==> config.mk <==
export PLATFORM = sky130hd
export DESIGN_NAME = burst_col_gen
export DESIGN_NICKNAME = d
export VERILOG_FILES = /design/src/rtl/burst_pkg.sv /design/src/rtl/burst_cfg_decode.sv /design/src/rtl/burst_beat_ctr.sv /design/src/rtl/burst_addr_map.sv /design/src/rtl/burst_col_gen.sv
export SDC_FILE = /design/constraint.sdc
export NUM_CORES = 1
export LEC_CHECK = 0
export BUFFER_PORTS_ARGS = -buffer_cell sky130_fd_sc_hd__buf_2
export CAP_MARGIN = 5
export CORE_AREA = 2 2 56 63
export DETAILED_ROUTE_END_ITERATION = 6
export DIE_AREA = 0 0 58 65
export PLACE_DENSITY = 0.74
export SYNTH_ARGS = -nofsm -noshare
export SYNTH_HDL_FRONTEND = slang
export SYNTH_HIERARCHICAL = 1
export SYNTH_SLANG_ARGS = --single-unit
==> constraint.sdc <==
create_clock -name clk -period 2.9 [get_ports clk]
set_input_delay 0.435 -clock clk [delete_from_list [all_inputs] [get_ports clk]]
set_output_delay 0.435 -clock clk [all_outputs]
set_load 0.01 [all_outputs]
==> src/rtl/burst_pkg.sv <==
package burst_pkg;

    localparam int COL_W  = 8;
    localparam int CODE_W = 3;

    typedef enum logic [CODE_W-1:0] {
        LEN_1    = 3'd0,
        LEN_2    = 3'd1,
        LEN_4    = 3'd2,
        LEN_8    = 3'd3,
        LEN_PAGE = 3'd7
    } len_code_e;

    typedef struct packed {
        logic [COL_W-1:0] mask;
        logic             page;
        logic             bad;
    } burst_cfg_t;

    typedef struct packed {
        logic             run;
        logic             ilv;
        logic             page;
        logic [COL_W-1:0] base;
        logic [COL_W-1:0] beat;
        logic [COL_W-1:0] mask;
    } burst_state_t;

    function automatic logic [COL_W-1:0] low_ones(input int unsigned bits);
        logic [COL_W-1:0] m;
        m = '0;
        for (int i = 0; i < COL_W; i++)
            if (i < int'(bits)) m[i] = 1'b1;
        return m;
    endfunction

endpackage

==> src/rtl/burst_cfg_decode.sv <==
module burst_cfg_decode
    import burst_pkg::*;
(
    input  logic [CODE_W-1:0] len_code,
    input  logic              ilv,
    output burst_cfg_t        cfg
);
    always_comb begin
        cfg.mask = '0;
        cfg.page = 1'b0;
        cfg.bad  = 1'b0;
        unique case (len_code)
            LEN_1:    cfg.mask = low_ones(0);
            LEN_2:    cfg.mask = low_ones(1);
            LEN_4:    cfg.mask = low_ones(2);
            LEN_8:    cfg.mask = low_ones(3);
            LEN_PAGE: begin
                cfg.mask = '1;
                cfg.page = 1'b1;
                cfg.bad  = ilv;
            end
            default:  cfg.bad = 1'b1;
        endcase
    end
endmodule

==> src/rtl/burst_beat_ctr.sv <==
module burst_beat_ctr
    import burst_pkg::*;
(
    input  logic             clk,
    input  logic             rst,
    input  logic             start,
    input  logic             term,
    input  logic             ilv,
    input  logic [COL_W-1:0] start_col,
    input  burst_cfg_t       cfg,
    input  logic             at_end,
    output burst_state_t     st,
    output logic             err_q
);
    always_ff @(posedge clk) begin
        if (rst) begin
            st    <= '0;
            err_q <= 1'b0;
        end else if (start) begin
            err_q   <= cfg.bad;
            st.run  <= !cfg.bad;
            st.ilv  <= ilv;
            st.page <= cfg.page;
            st.base <= start_col;
            st.beat <= '0;
            st.mask <= cfg.mask;
        end else begin
            err_q <= 1'b0;
            if (term || at_end)
                st.run <= 1'b0;
            else if (st.run)
                st.beat <= st.beat + 1'b1;
        end
    end
endmodule

==> src/rtl/burst_addr_map.sv <==
module burst_addr_map
    import burst_pkg::*;
(
    input  burst_state_t     st,
    output logic [COL_W-1:0] col,
    output logic             last
);
    logic [COL_W-1:0] low_seq, low_ilv, low_sel;

    always_comb begin
        low_seq = st.base + st.beat;
        low_ilv = st.base ^ st.beat;
        low_sel = st.ilv ? low_ilv : low_seq;
        col     = (st.base & ~st.mask) | (low_sel & st.mask);
        last    = st.run && !st.page && (st.beat == st.mask);
    end
endmodule

==> src/rtl/burst_col_gen.sv <==
module burst_col_gen
    import burst_pkg::*;
(
    input  logic             clk,
    input  logic             rst,
    input  logic             start_i,
    input  logic [COL_W-1:0] start_col_i,
    input  logic [2:0]       len_code_i,
    input  logic             type_i,
    input  logic             term_i,
    output logic [COL_W-1:0] col_o,
    output logic             valid_o,
    output logic             last_o,
    output logic             err_o
);
    burst_cfg_t   cfg;
    burst_state_t st;
    logic         last_w;

    burst_cfg_decode u_dec (
        .len_code (len_code_i),
        .ilv      (type_i),
        .cfg      (cfg)
    );

    burst_beat_ctr u_ctr (
        .clk       (clk),
        .rst       (rst),
        .start     (start_i),
        .term      (term_i),
        .ilv       (type_i),
        .start_col (start_col_i),
        .cfg       (cfg),
        .at_end    (last_w),
        .st        (st),
        .err_q     (err_o)
    );

    burst_addr_map u_map (
        .st   (st),
        .col  (col_o),
        .last (last_w)
    );

    assign valid_o = st.run;
    assign last_o  = last_w;
endmodule

## Yosys cells after proc, flatten, opt, wreduce, memory -nomap -nowiden

Cells that the tools add are included.

- Register bits: 28
- Output and inout bits: 11

- Add/subtract/negate cells: 2
- Equal/unequal tests: 5
- Multiplexer cells: 6
- Bitwise gates (word level): 7
- Reduce and logical (&&, ||, !) cells: 11

Operators with widths:

| operator | number |
|---|---|
| 8-bit one-hot mux with 4 select lines | 1 |
| 8-bit bitwise AND | 2 |
| 8-bit by 1-bit adder with 8-bit output (second input constant) | 1 |
| 8-bit adder | 1 |
| 8-bit == test | 1 |
| 8-bit 2-to-1 mux | 1 |
| 8-bit NOT | 1 |
| 8-bit bitwise OR | 1 |
| 8-bit bitwise XOR | 1 |
| 3-bit by 2-bit == test with 1-bit output (second input constant) | 2 |
| 2-bit OR reduction | 2 |
| 4-bit OR reduction | 1 |
| 3-bit by 1-bit == test with 1-bit output (second input constant) | 1 |
| 3-bit == test (second input constant) | 1 |
| 3-bit logical NOT | 1 |
| 1-bit 2-to-1 mux | 3 |
| 1-bit logical AND | 2 |
| 1-bit logical NOT | 2 |
| 1-bit NOT | 2 |
| 1-bit one-hot mux with 2 select lines | 1 |
| 2-bit AND reduction | 1 |
| 2-bit nonzero test | 1 |
| 1-bit logical OR | 1 |

## Depth between registers and ports, before layout

- Depth after elaboration: 6
- Gate-level depth with buffers: 8

## Hierarchy

Netlist, hierarchy kept.

By module, submodules not included:

| module | instances | cells an instance | area each (µm²) | seq. area each (µm²) |
|---|---|---|---|---|
| burst_beat_ctr | 1 | 105 | 1059.8 | 560.5 |
| burst_addr_map | 1 | 77 | 550.5 | 0.0 |
| burst_cfg_decode | 1 | 13 | 82.6 | 0.0 |

## Least setup slack after synthesis

No wires, ideal clock.

- Kind: flip-flop to output port
- From: reg, netlist name u_ctr/st[8]
- To: out col_o[6]
- Arrival time: 1.933 ns
- Required time: 2.465 ns
- Path slack: 0.532 ns
- Cell stages (with the launch flop): 9
- Path buffers: 0
- Cells stage by stage: dfxtp_1 ha_1 inv_1 fa_1 nand2b_1 a211oi_2 a31oi_1 xnor2_1 mux2_2

- Word-level cells in the longest chain between the ends: 4

Ends and longest elaborated chain:

| item | RTL line | source |
|---|---|---|
| 8-bit adder | burst_addr_map.sv:11 | `low_seq = st.base + st.beat;` |
| 8-bit 2-to-1 mux | burst_addr_map.sv:13 | `low_sel = st.ilv ? low_ilv : low_seq;` |
| 8-bit bitwise AND | burst_addr_map.sv:14 | `col = (st.base & ~st.mask) \| (low_sel & st.mask);` |
| 8-bit bitwise OR | burst_addr_map.sv:14 |  |
| end: declaration | burst_col_gen.sv:11 | `output logic [COL_W-1:0] col_o,` |

Every way passes these cells.

## Worst setup path in the final report

- From: reg, netlist name u_ctr/st[8]
- To: out col_o[6]

- Word-level cells in the longest chain between the ends: 4

Ends and longest elaborated chain:

| item | RTL line |
|---|---|
| 8-bit adder | burst_addr_map.sv:11 |
| 8-bit 2-to-1 mux | burst_addr_map.sv:13 |
| 8-bit bitwise AND | burst_addr_map.sv:14 |
| 8-bit bitwise OR | burst_addr_map.sv:14 |

Every way passes these cells.

==> results.yml <==
outcome:
  status: "finished, final reports clean"
floorplanning:
  die_x_um: 58
  die_y_um: 65
  pin_count: 27
  initial_core_util_pct: 53.0
  std_cell_rows: 22
  fp.dieArea_sq_um: 3770
  fp.coreArea_sq_um: 3190
cells_and_area:
  nets: 242
  stdcell_area_sq_um: 1880
  final_common_cell: "nor2_1"
  layout.cells.non_filler: 252
  drive_gt1_share_pct: 22.7
  final_cell_mix: "nor2_1, buf_2, dfxtp_1"
  area_growth_pct: 10.9
  diodes: 0
placement:
  place.gp.congestion: 0.823
  placed_cells: 246
  placed_cell_area_sq_um: 1800
  dp_hpwl_um: 2490
  portBuffers: 26
clock_network:
  cts_buffer_depth: 2
  cts-root-buf: "clkbuf_4"
  clk_pin_slew_worst_paths_ps: 150
  cts_made_buffers: 3
  cts_sinks: 28
  cts_tree: "built"
  clk_latency_ps: 320
  htreeDepth: 1
detailed_routing:
  drt_iter0_drc: 40
  drtAntennaViolNets: 0
  routed_wirelength_um: 3340
  wl_per_cell_um: 13.3
  via_count: 1407
  viasPerCell: 5.58
  drt_pass1_iterations: 4
  drc_errors: 0
yosys:
  ys_seq_area_share_pct: 33.1
  ys_seq_elements: 28
  synthFlopType: "dfxtp_1"
  synthesis.nets: 220
  yosysWarnings: 6
  synth_edf_count: 0
  synth_cell_types: 46
  netlist_area_sq_um: 1690
  async_reset_ff_share_pct: 0
  syn_area_per_cell_sq_um: 8.68
  synth_cells: 195
critical_path:
  reg2reg_setup_slack_ps: 740
  worstSetupStartpointType: "flop"
  startpoint: "u_ctr/st[8]"
  crit_fanout: 3
  critPathRequiredTime_ps: 2470
  crit_arrival_ps: 2360
  cp-end-kind: "output port"
  rr_startpoint: "u_ctr/st[15]"
  crit_type: "flop to output port"
  endpoint: "col_o[6]"
  rr_endpoint: "u_ctr/st[15]"
  r2r_cells: 7
timing:
  slew_viol_final: 0
  setup_viol: 0
  worst_slew_pin_slew_ps: 598
  hold_viol: 0
  period_needed_ps: 2790
  period_share_pct: 96.3
  max-slew-margin-rel_pct: 60.1
  fmax_mhz: 358
  finalHoldWorstSlack_ps: 334
  final.setup_skew_ps: 1.93
grt:
  grt_max_degree: 22
  grt_overflow: 0
  grt_pass1_wl_um: 5530
  grt_pass1_vias: 1265
  antenna_found_initial: 0
  grt_usage_pct: 18.6
min_path:
  hold_path.class: "input pin to flop"
run:
  maxCapViolations: 0
pwr:
  power_w: 0.000771
  p_leak_nw: 0.830
  powerDensity_nw_per_um2: 411
  ir_worst_vdd_mv: 0.337
[per-stage QoR]
stage          util, %  setup TNS, ps  worst slack [ps]
6_report          58.8              0               109
4_1_cts           58.0              0              22.1
5_1_grt           58.8          -1.45             -1.45
3_5_place_dp      56.4              0               428
3_3_place_gp      56.4              0               451
2_1_floorplan        -              0               532
[worst min-delay path by stage]
| stage | startpoint | endpoint | slack [ps] | cells past startpoint |
|---|---|---|---|---|
| after floorplan | u_ctr/st[24] | u_ctr/st[24] | 480 | 2 |
| after global placement | u_ctr/st[16] | u_ctr/st[16] | 500 | 2 |
| after detailed placement | u_ctr/st[24] | u_ctr/st[24] | 510 | 2 |
| after CTS | start_col_i[6] | u_ctr/st[22] | 330 | 3 |
| after global routing | start_col_i[5] | u_ctr/st[21] | 330 | 3 |
| final | start_col_i[6] | u_ctr/st[22] | 330 | 3 |
[cells in the mapped netlist (all sizes together), types with 2 or more instances]
library cell,instances,share of area (%)
dfxtp,28,33
clkbuf,3,0.67
o21ai,8,2.4
a211oi,2,1.2
or3,5,1.9
nand4,2,0.74
nor3b,2,0.89
nand2,10,2.4
mux2i,20,12
xnor2,9,4.7
mux2,2,1.3
xor2,5,2.6
nor2,33,7.3
a21oi,15,4.7
or4,2,0.89
o31ai,2,0.89
ha,8,5.9
or2,2,0.74
buf,9,3.8
a21o,2,0.89
a31oi,2,0.74
inv,8,1.8
[cells by family after synthesis]
family	Yosys count	synth area share, %
adder cells (fa/ha/maj)	9	7.10
AND/OR/NAND/NOR	66	20.1
AO/OA/AOI/OAI	36	13.1
flip-flops	28	33.1
buffers and inverters	20	6.21
XOR/XNOR	14	7.24
multiplexers	22	13.2
[flip-flops by register name, indices dropped and copies added (netlist names)]
register and flops:
u_ctr/err_q 1, u_ctr/st 27
[worst max-delay path, stage by stage, from the launching register on]
cell,delay (ps)
dfxtp_2,360
ha_2,190
inv_1,60
fa_2,330
nand2b_1,160
a211oi_2,280
a31oi_1,130
xnor2_1,140
mux2_2,260
buf_2,140
[power by group]
group          switching (W)  internal (W)  total, W
combinational      0.0000554     0.0000509  0.000106
sequential         0.0000140      0.000398  0.000412
clock               0.000113      0.000140  0.000252
[area by class of cell]
| cell class | instances | area, sq um |
|---|---|---|
| fillers | 308 | 1320 |
| clock inverters | 1 | 30.0 |
| flip-flops and latches | 28 | 564 |
| repair buffers | 29 | 153 |
| multi-input cells | 147 | 1030 |
| well taps | 36 | 45.0 |
| clock buffers | 3 | 22.5 |
| inverters | 8 | 30.0 |
[what timing repair did]
item / in CTS / in global routing
resized for setup: 0 / 5
hold buffers: 0 / 0
buffers inserted: 0 / 2
setup endpoints to repair: 0 / 1
[metal layers]
layer | up-vias | global-route usage, % | part of all wire, %
met5 | - | 0 | 0
met4 | 0 | 6.98 | 1.4
met3 | 6 | 2.20 | 3.5
li1 | 718 | - | -
met2 | 28 | 31.7 | 49
met1 | 655 | 23.6 | 46
No activity file was read; power rests on OpenSTA's default activity.
